### src/rtl/dram_ctrl_pkg.sv
package dram_ctrl_pkg;
  typedef enum logic [3:0] {
    ST_IDLE,
    ST_ACC1, ST_ACC2, ST_ACC3, ST_ACC4,
    ST_REF1, ST_REF2, ST_REF3, ST_REF4
  } seq_state_t;

  localparam logic [1:0] STAT_IDLE    = 2'd0;
  localparam logic [1:0] STAT_ACCESS  = 2'd1;
  localparam logic [1:0] STAT_REFRESH = 2'd2;
endpackage

### src/rtl/dram_rst_sync.sv
module dram_rst_sync (
  input  logic clk,
  input  logic rst_n_in,
  output logic rst_n_out
);
  logic stage_q;

  always_ff @(posedge clk or negedge rst_n_in) begin
    if (!rst_n_in) begin
      stage_q   <= 1'b0;
      rst_n_out <= 1'b0;
    end else begin
      stage_q   <= 1'b1;
      rst_n_out <= stage_q;
    end
  end
endmodule

### src/rtl/dram_refresh_timer.sv
module dram_refresh_timer #(
  parameter int ROW_W   = 3,
  parameter int REF_INT = 40
) (
  input  logic             clk,
  input  logic             rst_n,
  input  logic             ref_done,
  output logic             ref_due,
  output logic [ROW_W-1:0] ref_row
);
  localparam int CNT_W = (REF_INT > 2) ? $clog2(REF_INT) : 1;
  localparam logic [CNT_W-1:0] LAST = CNT_W'(REF_INT - 1);

  logic [CNT_W-1:0] cnt_q, cnt_d;
  logic             due_q, due_d;
  logic [ROW_W-1:0] row_q, row_d;
  logic             wrap;

  always_comb begin
    wrap  = (cnt_q == LAST);
    cnt_d = wrap ? '0 : cnt_q + 1'b1;
    due_d = wrap | (due_q & ~ref_done);
    row_d = row_q;
    if (ref_done) row_d = row_q + 1'b1;
  end

  always_ff @(posedge clk or negedge rst_n) begin
    if (!rst_n) begin
      cnt_q <= '0;
      due_q <= 1'b0;
      row_q <= '0;
    end else begin
      cnt_q <= cnt_d;
      due_q <= due_d;
      row_q <= row_d;
    end
  end

  assign ref_due = due_q;
  assign ref_row = row_q;
endmodule

### src/rtl/dram_access_seq.sv
module dram_access_seq
  import dram_ctrl_pkg::*;
#(
  parameter int ROW_W  = 3,
  parameter int COL_W  = 3,
  parameter int DATA_W = 8,
  parameter int MA_W   = 3
) (
  input  logic                   clk,
  input  logic                   rst_n,
  input  logic                   req_valid,
  output logic                   req_ready,
  input  logic                   req_wr,
  input  logic [ROW_W+COL_W-1:0] req_addr,
  input  logic [DATA_W-1:0]      req_wdata,
  output logic                   rsp_valid,
  output logic [DATA_W-1:0]      rsp_rdata,
  input  logic                   ref_due,
  input  logic [ROW_W-1:0]       ref_row,
  output logic                   ref_done,
  output logic [MA_W-1:0]        ma,
  output logic                   ras_n,
  output logic                   cas_n,
  output logic                   we_n,
  output logic                   oe_n,
  output logic [DATA_W-1:0]      dq_out,
  input  logic [DATA_W-1:0]      dq_in,
  output logic [1:0]             status
);
  localparam int AW = ROW_W + COL_W;

  seq_state_t        state_q, state_d;
  logic [AW-1:0]     addr_q, addr_d;
  logic              wr_q, wr_d;
  logic [DATA_W-1:0] wdata_q, wdata_d;
  logic [DATA_W-1:0] rdata_q, rdata_d;
  logic              rvalid_q, rvalid_d;
  logic              accept, capture;
  logic [MA_W-1:0]   row_ma, col_ma, ref_ma;

  assign row_ma = MA_W'(addr_q[AW-1:COL_W]);
  assign col_ma = MA_W'(addr_q[COL_W-1:0]);
  assign ref_ma = MA_W'(ref_row);

  assign req_ready = (state_q == ST_IDLE) && !ref_due;
  assign accept    = req_valid && req_ready;
  assign capture   = (state_q == ST_ACC4) && !wr_q;

  // next-state logic
  always_comb begin
    state_d  = state_q;
    addr_d   = addr_q;
    wr_d     = wr_q;
    wdata_d  = wdata_q;
    rdata_d  = rdata_q;
    rvalid_d = capture;
    if (capture) rdata_d = dq_in;
    unique case (state_q)
      ST_IDLE: begin
        if (ref_due) begin
          state_d = ST_REF1;
        end else if (accept) begin
          state_d = ST_ACC1;
          addr_d  = req_addr;
          wr_d    = req_wr;
          wdata_d = req_wdata;
        end
      end
      ST_ACC1: state_d = ST_ACC2;
      ST_ACC2: state_d = ST_ACC3;
      ST_ACC3: state_d = ST_ACC4;
      ST_ACC4: state_d = ST_IDLE;
      ST_REF1: state_d = ST_REF2;
      ST_REF2: state_d = ST_REF3;
      ST_REF3: state_d = ST_REF4;
      ST_REF4: state_d = ST_IDLE;
      default: state_d = ST_IDLE;
    endcase
  end

  // strobe decode from the registered phase
  always_comb begin
    ma       = '0;
    ras_n    = 1'b1;
    cas_n    = 1'b1;
    we_n     = 1'b1;
    oe_n     = 1'b1;
    ref_done = 1'b0;
    status   = STAT_IDLE;
    unique case (state_q)
      ST_ACC1: begin ma = row_ma; status = STAT_ACCESS; end
      ST_ACC2: begin ma = row_ma; ras_n = 1'b0; status = STAT_ACCESS; end
      ST_ACC3, ST_ACC4: begin
        ma     = col_ma;
        ras_n  = 1'b0;
        cas_n  = 1'b0;
        we_n   = ~wr_q;
        oe_n   = wr_q;
        status = STAT_ACCESS;
      end
      ST_REF1: begin ma = ref_ma; status = STAT_REFRESH; end
      ST_REF2, ST_REF3: begin ma = ref_ma; ras_n = 1'b0; status = STAT_REFRESH; end
      ST_REF4: begin ma = ref_ma; ref_done = 1'b1; status = STAT_REFRESH; end
      default: ;
    endcase
  end

  always_ff @(posedge clk or negedge rst_n) begin
    if (!rst_n) begin
      state_q  <= ST_IDLE;
      addr_q   <= '0;
      wr_q     <= 1'b0;
      wdata_q  <= '0;
      rdata_q  <= '0;
      rvalid_q <= 1'b0;
    end else begin
      state_q  <= state_d;
      addr_q   <= addr_d;
      wr_q     <= wr_d;
      wdata_q  <= wdata_d;
      rdata_q  <= rdata_d;
      rvalid_q <= rvalid_d;
    end
  end

  assign dq_out    = wdata_q;
  assign rsp_valid = rvalid_q;
  assign rsp_rdata = rdata_q;
endmodule

### src/rtl/dram_ctrl.sv
module dram_ctrl #(
  parameter int ROW_W   = 3,
  parameter int COL_W   = 3,
  parameter int DATA_W  = 8,
  parameter int REF_INT = 40,
  localparam int AW     = ROW_W + COL_W,
  localparam int MA_W   = (ROW_W > COL_W) ? ROW_W : COL_W
) (
  input  logic              clk,
  input  logic              rst_n,
  input  logic              req_valid,
  output logic              req_ready,
  input  logic              req_wr,
  input  logic [AW-1:0]     req_addr,
  input  logic [DATA_W-1:0] req_wdata,
  output logic              rsp_valid,
  output logic [DATA_W-1:0] rsp_rdata,
  output logic [MA_W-1:0]   dram_ma,
  output logic              dram_ras_n,
  output logic              dram_cas_n,
  output logic              dram_we_n,
  output logic              dram_oe_n,
  output logic [DATA_W-1:0] dram_dq_out,
  input  logic [DATA_W-1:0] dram_dq_in,
  output logic [1:0]        status
);
  logic             rst_n_int;
  logic             ref_due, ref_done;
  logic [ROW_W-1:0] ref_row;

  dram_rst_sync u_rst (
    .clk      (clk),
    .rst_n_in (rst_n),
    .rst_n_out(rst_n_int)
  );

  dram_refresh_timer #(.ROW_W(ROW_W), .REF_INT(REF_INT)) u_timer (
    .clk     (clk),
    .rst_n   (rst_n_int),
    .ref_done(ref_done),
    .ref_due (ref_due),
    .ref_row (ref_row)
  );

  dram_access_seq #(
    .ROW_W(ROW_W), .COL_W(COL_W), .DATA_W(DATA_W), .MA_W(MA_W)
  ) u_seq (
    .clk      (clk),
    .rst_n    (rst_n_int),
    .req_valid(req_valid),
    .req_ready(req_ready),
    .req_wr   (req_wr),
    .req_addr (req_addr),
    .req_wdata(req_wdata),
    .rsp_valid(rsp_valid),
    .rsp_rdata(rsp_rdata),
    .ref_due  (ref_due),
    .ref_row  (ref_row),
    .ref_done (ref_done),
    .ma       (dram_ma),
    .ras_n    (dram_ras_n),
    .cas_n    (dram_cas_n),
    .we_n     (dram_we_n),
    .oe_n     (dram_oe_n),
    .dq_out   (dram_dq_out),
    .dq_in    (dram_dq_in),
    .status   (status)
  );
endmodule

### config.mk
export PLATFORM = sky130hd
export DESIGN_NAME = dram_ctrl
export DESIGN_NICKNAME = d
export VERILOG_FILES = /design/src/rtl/dram_ctrl_pkg.sv /design/src/rtl/dram_rst_sync.sv /design/src/rtl/dram_refresh_timer.sv /design/src/rtl/dram_access_seq.sv /design/src/rtl/dram_ctrl.sv
export SDC_FILE = /design/constraint.sdc
export NUM_CORES = 1
export LEC_CHECK = 0
export ABC_AREA = 1
export BUFFER_PORTS_ARGS = -buffer_cell sky130_fd_sc_hd__buf_2
export CORE_MARGIN = 2
export CORE_UTILIZATION = 49
export DETAILED_ROUTE_END_ITERATION = 6
export PLACE_DENSITY = 0.8
export SETUP_SLACK_MARGIN = 0.4
export SLEW_MARGIN = 20
export SYNTH_ARGS = -nofsm -noshare
export SYNTH_HDL_FRONTEND = slang
export SYNTH_SLANG_ARGS = --single-unit
### constraint.sdc
create_clock -name clk -period 3.3 [get_ports clk]
set_clock_uncertainty 0.05 [all_clocks]
set_input_delay 0.33 -clock clk [delete_from_list [all_inputs] [get_ports clk]]
set_output_delay 0.33 -clock clk [all_outputs]
set_load 0.02 [all_outputs]
==> impl_metrics.json, run 1 <==
{
  "drive_gt1_share_pct": 26.67,
  "die-area_mm2": 0.004069,
  "max_freq_ghz": 0.4768,
  "initial_core_util_pct": 51.68,
  "postCtsResizedCells": 0,
  "pre_cts_ws_ns": 1.579,
  "finalCritPeriodShare_pct": 63.55,
  "arrival_ns": 1.72,
  "path_max_fanout": 6,
  "dpl_cell_area_mm2": 0.002047,
  "worstHoldPathType": "input pin to flop",
  "track_usage_pct": 19.60,
  "synth_edf_count": 0,
  "hold_viol_final": 0,
  "fin_ws_ns": 1.203,
  "grt_pass1_wl_mm": 6.051,
  "io_pins": 53,
  "place_congestion": 0.8288,
  "p_leak_nw": 1.204,
  "fill_cells": 297,
  "clockBufferDepth": 2,
  "power_mw": 1.951,
  "slew_violations": 0,
  "remaining_drc_errors": 0,
  "antenna_cells": 0,
  "clk-insertion-delay-late_ns": 0.34,
  "setup_viol": 0,
  "io_buffer_count": 52,
  "crit_type": "flop to primary output",
  "die_h_um": 63.79,
  "rrSetupSlack_ns": 1.85,
  "cts_made_buffers": 5,
  "avgRoutedWirePerCell_um": 11.74,
  "grt_max_degree": 39,
  "end_kind": "primary output",
  "clkSinkCount": 40,
  "grt_setup_unrepaired": "no",
  "synth_area_leader_cell": "dfrtp_1",
  "fin_setup_tns_ns": 0,
  "die_x_um": 63.79,
  "yosys_register_bits": 40,
  "antenna_found_initial": 0,
  "netlist_instances": 197,
  "syn_avg_cell_area_um2": 8.892,
  "first_pass_iters": 4,
  "p_per_area_mw_per_mm2": 920.6,
  "ys_types": 23,
  "rows": 21,
  "htreeDepth": 2,
  "async_flop_share_pct": 100.0,
  "synth_area_leaders": "dfrtp_1 (57%), nand2_1 (18%), nand3_1 (7.4%), inv_1 (2.4%), nor2_1 (1.9%)",
  "whs_ns": 0.1296,
  "drtIter0Drc": 41,
  "maxCapViolCount": 0,
  "start_kind": "flop",
  "ant_nets": 0,
  "ys.warnings.count": 0,
  "final.min_clock_period_ns": 2.097,
  "num_vias": 1484,
  "synthesis.area_mm2": 0.001752,
  "netlist.area_leader.share_pct": 57.14,
  "clk_pin_slew_ns": 0.11,
  "cts-root-buf": "clkbuf_4",
  "synth_sequential_area_ratio_pct": 57.14,
  "worstPathRequired_ns": 2.92,
  "area_growth_pct": 21.00,
  "design_area_mm2": 0.002120,
  "synth-main-ff-cell": "dfrtp_1",
  "final_nets": 282,
  "vdd_drop_max_mv": 0.4019,
  "status": "finished clean",
  "synthTopCellsByCount": "nand2_1 (83), dfrtp_1 (40), nand3_1 (26)",
  "cts_tree": "built",
  "viasPerCell": 4.930,
  "synth_fp_nets": 225,
  "routed_wl_mm": 3.535,
  "grt_pass1_vias": 1395,
  "grt-ovfl-total": 0,
  "fp.coreArea_mm2": 0.003390,
  "post-synth-top-count-cell": "nand2_1",
  "hpwl_mm": 2.638
}
routing by layer:
| metal | track usage, % | wire (um) | vias up |
|---|---|---|---|
| li1 | - | - | 739 |
| met1 | 25.62 | 1545 | 679 |
| met2 | 30.73 | 1685 | 62 |
| met3 | 5.986 | 268 | 4 |
| met4 | 7.337 | 36 | 0 |
| met5 | 0 | 0 | - |
cell usage in the layout (no fill, tap or decap), types with 2 or more instances in the layout:
cell	n
ha_1	2
o21ai_0	2
nand3_1	26
buf_2	52
inv_2	2
nand2_1	83
o211ai_1	2
xor2_1	2
inv_1	11
a21oi_1	3
dfrtp_1	40
nor2_4	2
clkbuf_4	5
xnor2_1	2
nor2_1	9
registers in the layout, indices dropped and copies added (netlist names), 3 cells and up:
register         count
u_timer.ref_row      3
u_seq.rsp_rdata      8
u_timer.cnt_q        6
u_seq.addr_q         6
u_seq.state_q        4
u_seq.dq_out         8
path summary, 6_finish.rpt:
check / start / end / depth (start not counted)
setup / recovery: u_seq.state_q[1] / dram_ma[0] / 6
hold / removal: dram_dq_in[1] / u_seq.rsp_rdata[1] / 3
setup reg to reg: u_seq.state_q[3] / u_seq.rsp_rdata[2] / 7
hold reg to reg: u_rst.rst_n_out / u_timer.cnt_q[0] / 1
max in group asynchronous: u_rst.rst_n_out / u_timer.cnt_q[3] / 1
min in group asynchronous: rst_n / u_rst.stage_q / 2
cell families after synthesis:
| logic type | share of synthesized area, % |
|---|---|
| other | 0.2141 |
| AO/OA/AOI/OAI | 2.285 |
| buffers and inverters | 4.500 |
| XOR/XNOR | 2.000 |
| adder cells (fa/ha/maj) | 1.428 |
| flip-flops | 57.14 |
| AND/OR/NAND/NOR | 32.43 |
cell type report:
class,count,area (um^2),area share [%]
Multi-Input combinational cell,140,671.9,31.70
Timing Repair Buffer,54,277.8,13.11
Sequential cell,40,1001,47.23
Tap cell,46,57.56,2.715
Clock buffer,7,55.05,2.597
Inverter,13,48.80,2.302
Clock inverter,1,7.507,0.3542
worst max-delay path, stage by stage (launching register included):
cell and delay (ns):
dfrtp_1 0.46, nor2_4 0.20, nand3_1 0.22, nand2_1 0.19, nand2_1 0.07, nand3_1 0.07, buf_2 0.16
where the power goes:
part           total [mW]  internal (mW)  switching (mW)
clock               0.258          0.104           0.154
sequential          0.790          0.666           0.124
combinational       0.903          0.301           0.602
metrics by stage:
stage / instances / utilization [%]
floorplan: 197 / -
global placement: 292 / 60.39
global route: 301 / 62.53
detailed placement: 292 / 60.39
finish: 301 / 62.53
CTS: 301 / 62.53
repair_timing:
| action | 4_1_cts | 5_1_grt |
|---|---|---|
| hold buffers | 1 | 0 |
| endpoints found under the setup margin | 0 | 0 |
| setup buffers | 0 | 0 |
| endpoints found under the hold margin | 2 | 0 |
Power figures use the tool's default switching activity.
==> inputs of run 2 (changes only) <==
==> constraint.sdc (replaced) <==
create_clock -name clk -period 2 [get_ports clk]
set_clock_uncertainty 0.05 [all_clocks]
set_input_delay 0.2 -clock clk [delete_from_list [all_inputs] [get_ports clk]]
set_output_delay 0.2 -clock clk [all_outputs]
set_load 0.02 [all_outputs]
==> impl_metrics.json, run 2 (synthesized netlist as in run 1, its figures left out) <==
{
  "cp_cell_sequence": "buf_6 > inv_2 > nand2_4 > nand2_4 > nand2_4 > nand2_2 > nand3_2 > buf_6",
  "crit_type": "flop to primary output",
  "layout_common_cells": "nand2_1 (69), buf_2 (43), dfrtp_1 (38)",
  "holdPathStages": 3,
  "cts_made_buffers": 5,
  "viasPerCell": 4.913,
  "final_nets": 302,
  "maxCapViolCount": 0,
  "min_from": "dram_dq_in[6]",
  "die_x_um": 63.79,
  "avgRoutedWirePerCell_um": 13.53,
  "first_pass_iters": 5,
  "clk-insertion-delay-late_ns": 0.34,
  "r2r_cells": 8,
  "slowest_stage": "dfrtp_2",
  "grt_pass1_vias": 1603,
  "slew_violations": 0,
  "path_common_cell": "nand2_4",
  "clk_pin_slew_ns": 0.11,
  "grt_setup_unrepaired": "yes",
  "dpl_cell_area_mm2": 0.002047,
  "fp.coreArea_mm2": 0.003390,
  "max_freq_ghz": 0.5767,
  "arrival_ns": 1.48,
  "grt_max_degree": 39,
  "area_growth_pct": 41.29,
  "hpwl_mm": 2.693,
  "io_buffer_count": 52,
  "place_congestion": 0.8291,
  "grt_pass1_wl_mm": 7.465,
  "final.min_clock_period_ns": 1.734,
  "antenna_cells": 0,
  "p_per_area_mw_per_mm2": 1591,
  "start_kind": "flop",
  "max_stage_delay_ns": 0.46,
  "setup_viol": 0,
  "cts-root-buf": "clkbuf_4",
  "p_leak_nw": 1.350,
  "clkSinkCount": 40,
  "finalCritPeriodShare_pct": 86.70,
  "cts_tree": "built",
  "whs_endpoint": "u_seq.rsp_rdata[6]",
  "io_pins": 53,
  "die-area_mm2": 0.004069,
  "clockBufferDepth": 2,
  "routed_wl_mm": 4.342,
  "worstHoldPathType": "input pin to flop",
  "htreeDepth": 2,
  "r2r-start": "u_seq.state_q[0]",
  "remaining_drc_errors": 0,
  "end_kind": "primary output",
  "drive_gt1_share_pct": 41.09,
  "vdd_drop_max_mv": 0.7601,
  "num_vias": 1577,
  "path_max_fanout": 4,
  "status": "finished clean",
  "initial_core_util_pct": 51.68,
  "ant_nets": 0,
  "rrSetupSlack_ns": 0.46,
  "grt-ovfl-total": 0,
  "drtIter0Drc": 99,
  "regToRegEndpoint": "u_seq.addr_q[0]",
  "fin_setup_tns_ns": 0,
  "hold_viol_final": 0,
  "worstPathRequired_ns": 1.75,
  "track_usage_pct": 24.31,
  "rows": 21,
  "final_common_cell": "nand2_1",
  "design_area_mm2": 0.002475,
  "antenna_found_initial": 0,
  "die_h_um": 63.79,
  "finish.utilization_pct": 73.02
}
## run 2: changes by cell type in the layout (fill, tap and decap cells not counted), sizes merged
| cell | delta |
|---|---|
| buf | +15 |
| dlygate4sd3 | +5 |
## run 2: per-stage QoR
stage          worst slack (ns)  total power, mW  cells  hold WS (ns)
2_1_floorplan            0.4566            2.342    197       -0.1456
3_3_place_gp             0.4880            2.783    292      -0.06448
3_5_place_dp             0.4129            2.823    292      -0.06230
4_1_cts                  0.2743            3.807    319      0.002888
5_1_grt                  0.1814            4.211    321      0.005406
6_report                 0.2659            3.938    321      0.003924
## run 2: area by class of cell
type,count,area [um^2]
sequential,40,1003
fill,247,914.6
multi-input combinational,140,792.0
timing repair buffer,74,508.0
tap,46,57.56
clock buffer,7,55.05
inverter,13,51.30
clock inverter,1,7.507
## run 2: where the power goes
part	total (mW)	switching, mW	internal, mW
logic	2.18	1.27	0.905
registers	1.33	0.231	1.10
clock network	0.426	0.254	0.172
total	3.94	1.76	2.18
## run 2: timing repair
action                                  CTS  global route
endpoints found under the hold margin     7             0
hold buffers                              6             0
pin swaps                                12            11
buffers inserted                         13             2
endpoints found under the setup margin   10            13
resized for setup                        49            11
## run 2: worst max path at each step
| stage | start | to | cells after the start |
|---|---|---|---|
| floorplan | u_seq.state_q[1] | dram_ma[0] | 5 |
| global placement | u_seq.state_q[1] | dram_ma[1] | 6 |
| detailed placement | u_seq.state_q[1] | dram_ma[0] | 6 |
| CTS | u_seq.state_q[1] | dram_ma[0] | 6 |
| global route | u_seq.state_q[2] | dram_ma[0] | 7 |
| finish | u_seq.state_q[1] | dram_ma[1] | 8 |
## run 2: layer usage
| metal | GRT usage, % | part of all wire (%) |
|---|---|---|
| met1 | 31.01 | 41 |
| met2 | 39.84 | 52 |
| met3 | 6.338 | 5.4 |
| met4 | 8.967 | 1.4 |
| met5 | 0 | 0 |
## run 2: worst max-delay path, delay by kind of cell, from the launching register on
| family | cells | cell delay, ns |
|---|---|---|
| buf+inv | 3 | 0.32 |
| flops | 1 | 0.46 |
| simple gates | 5 | 0.36 |
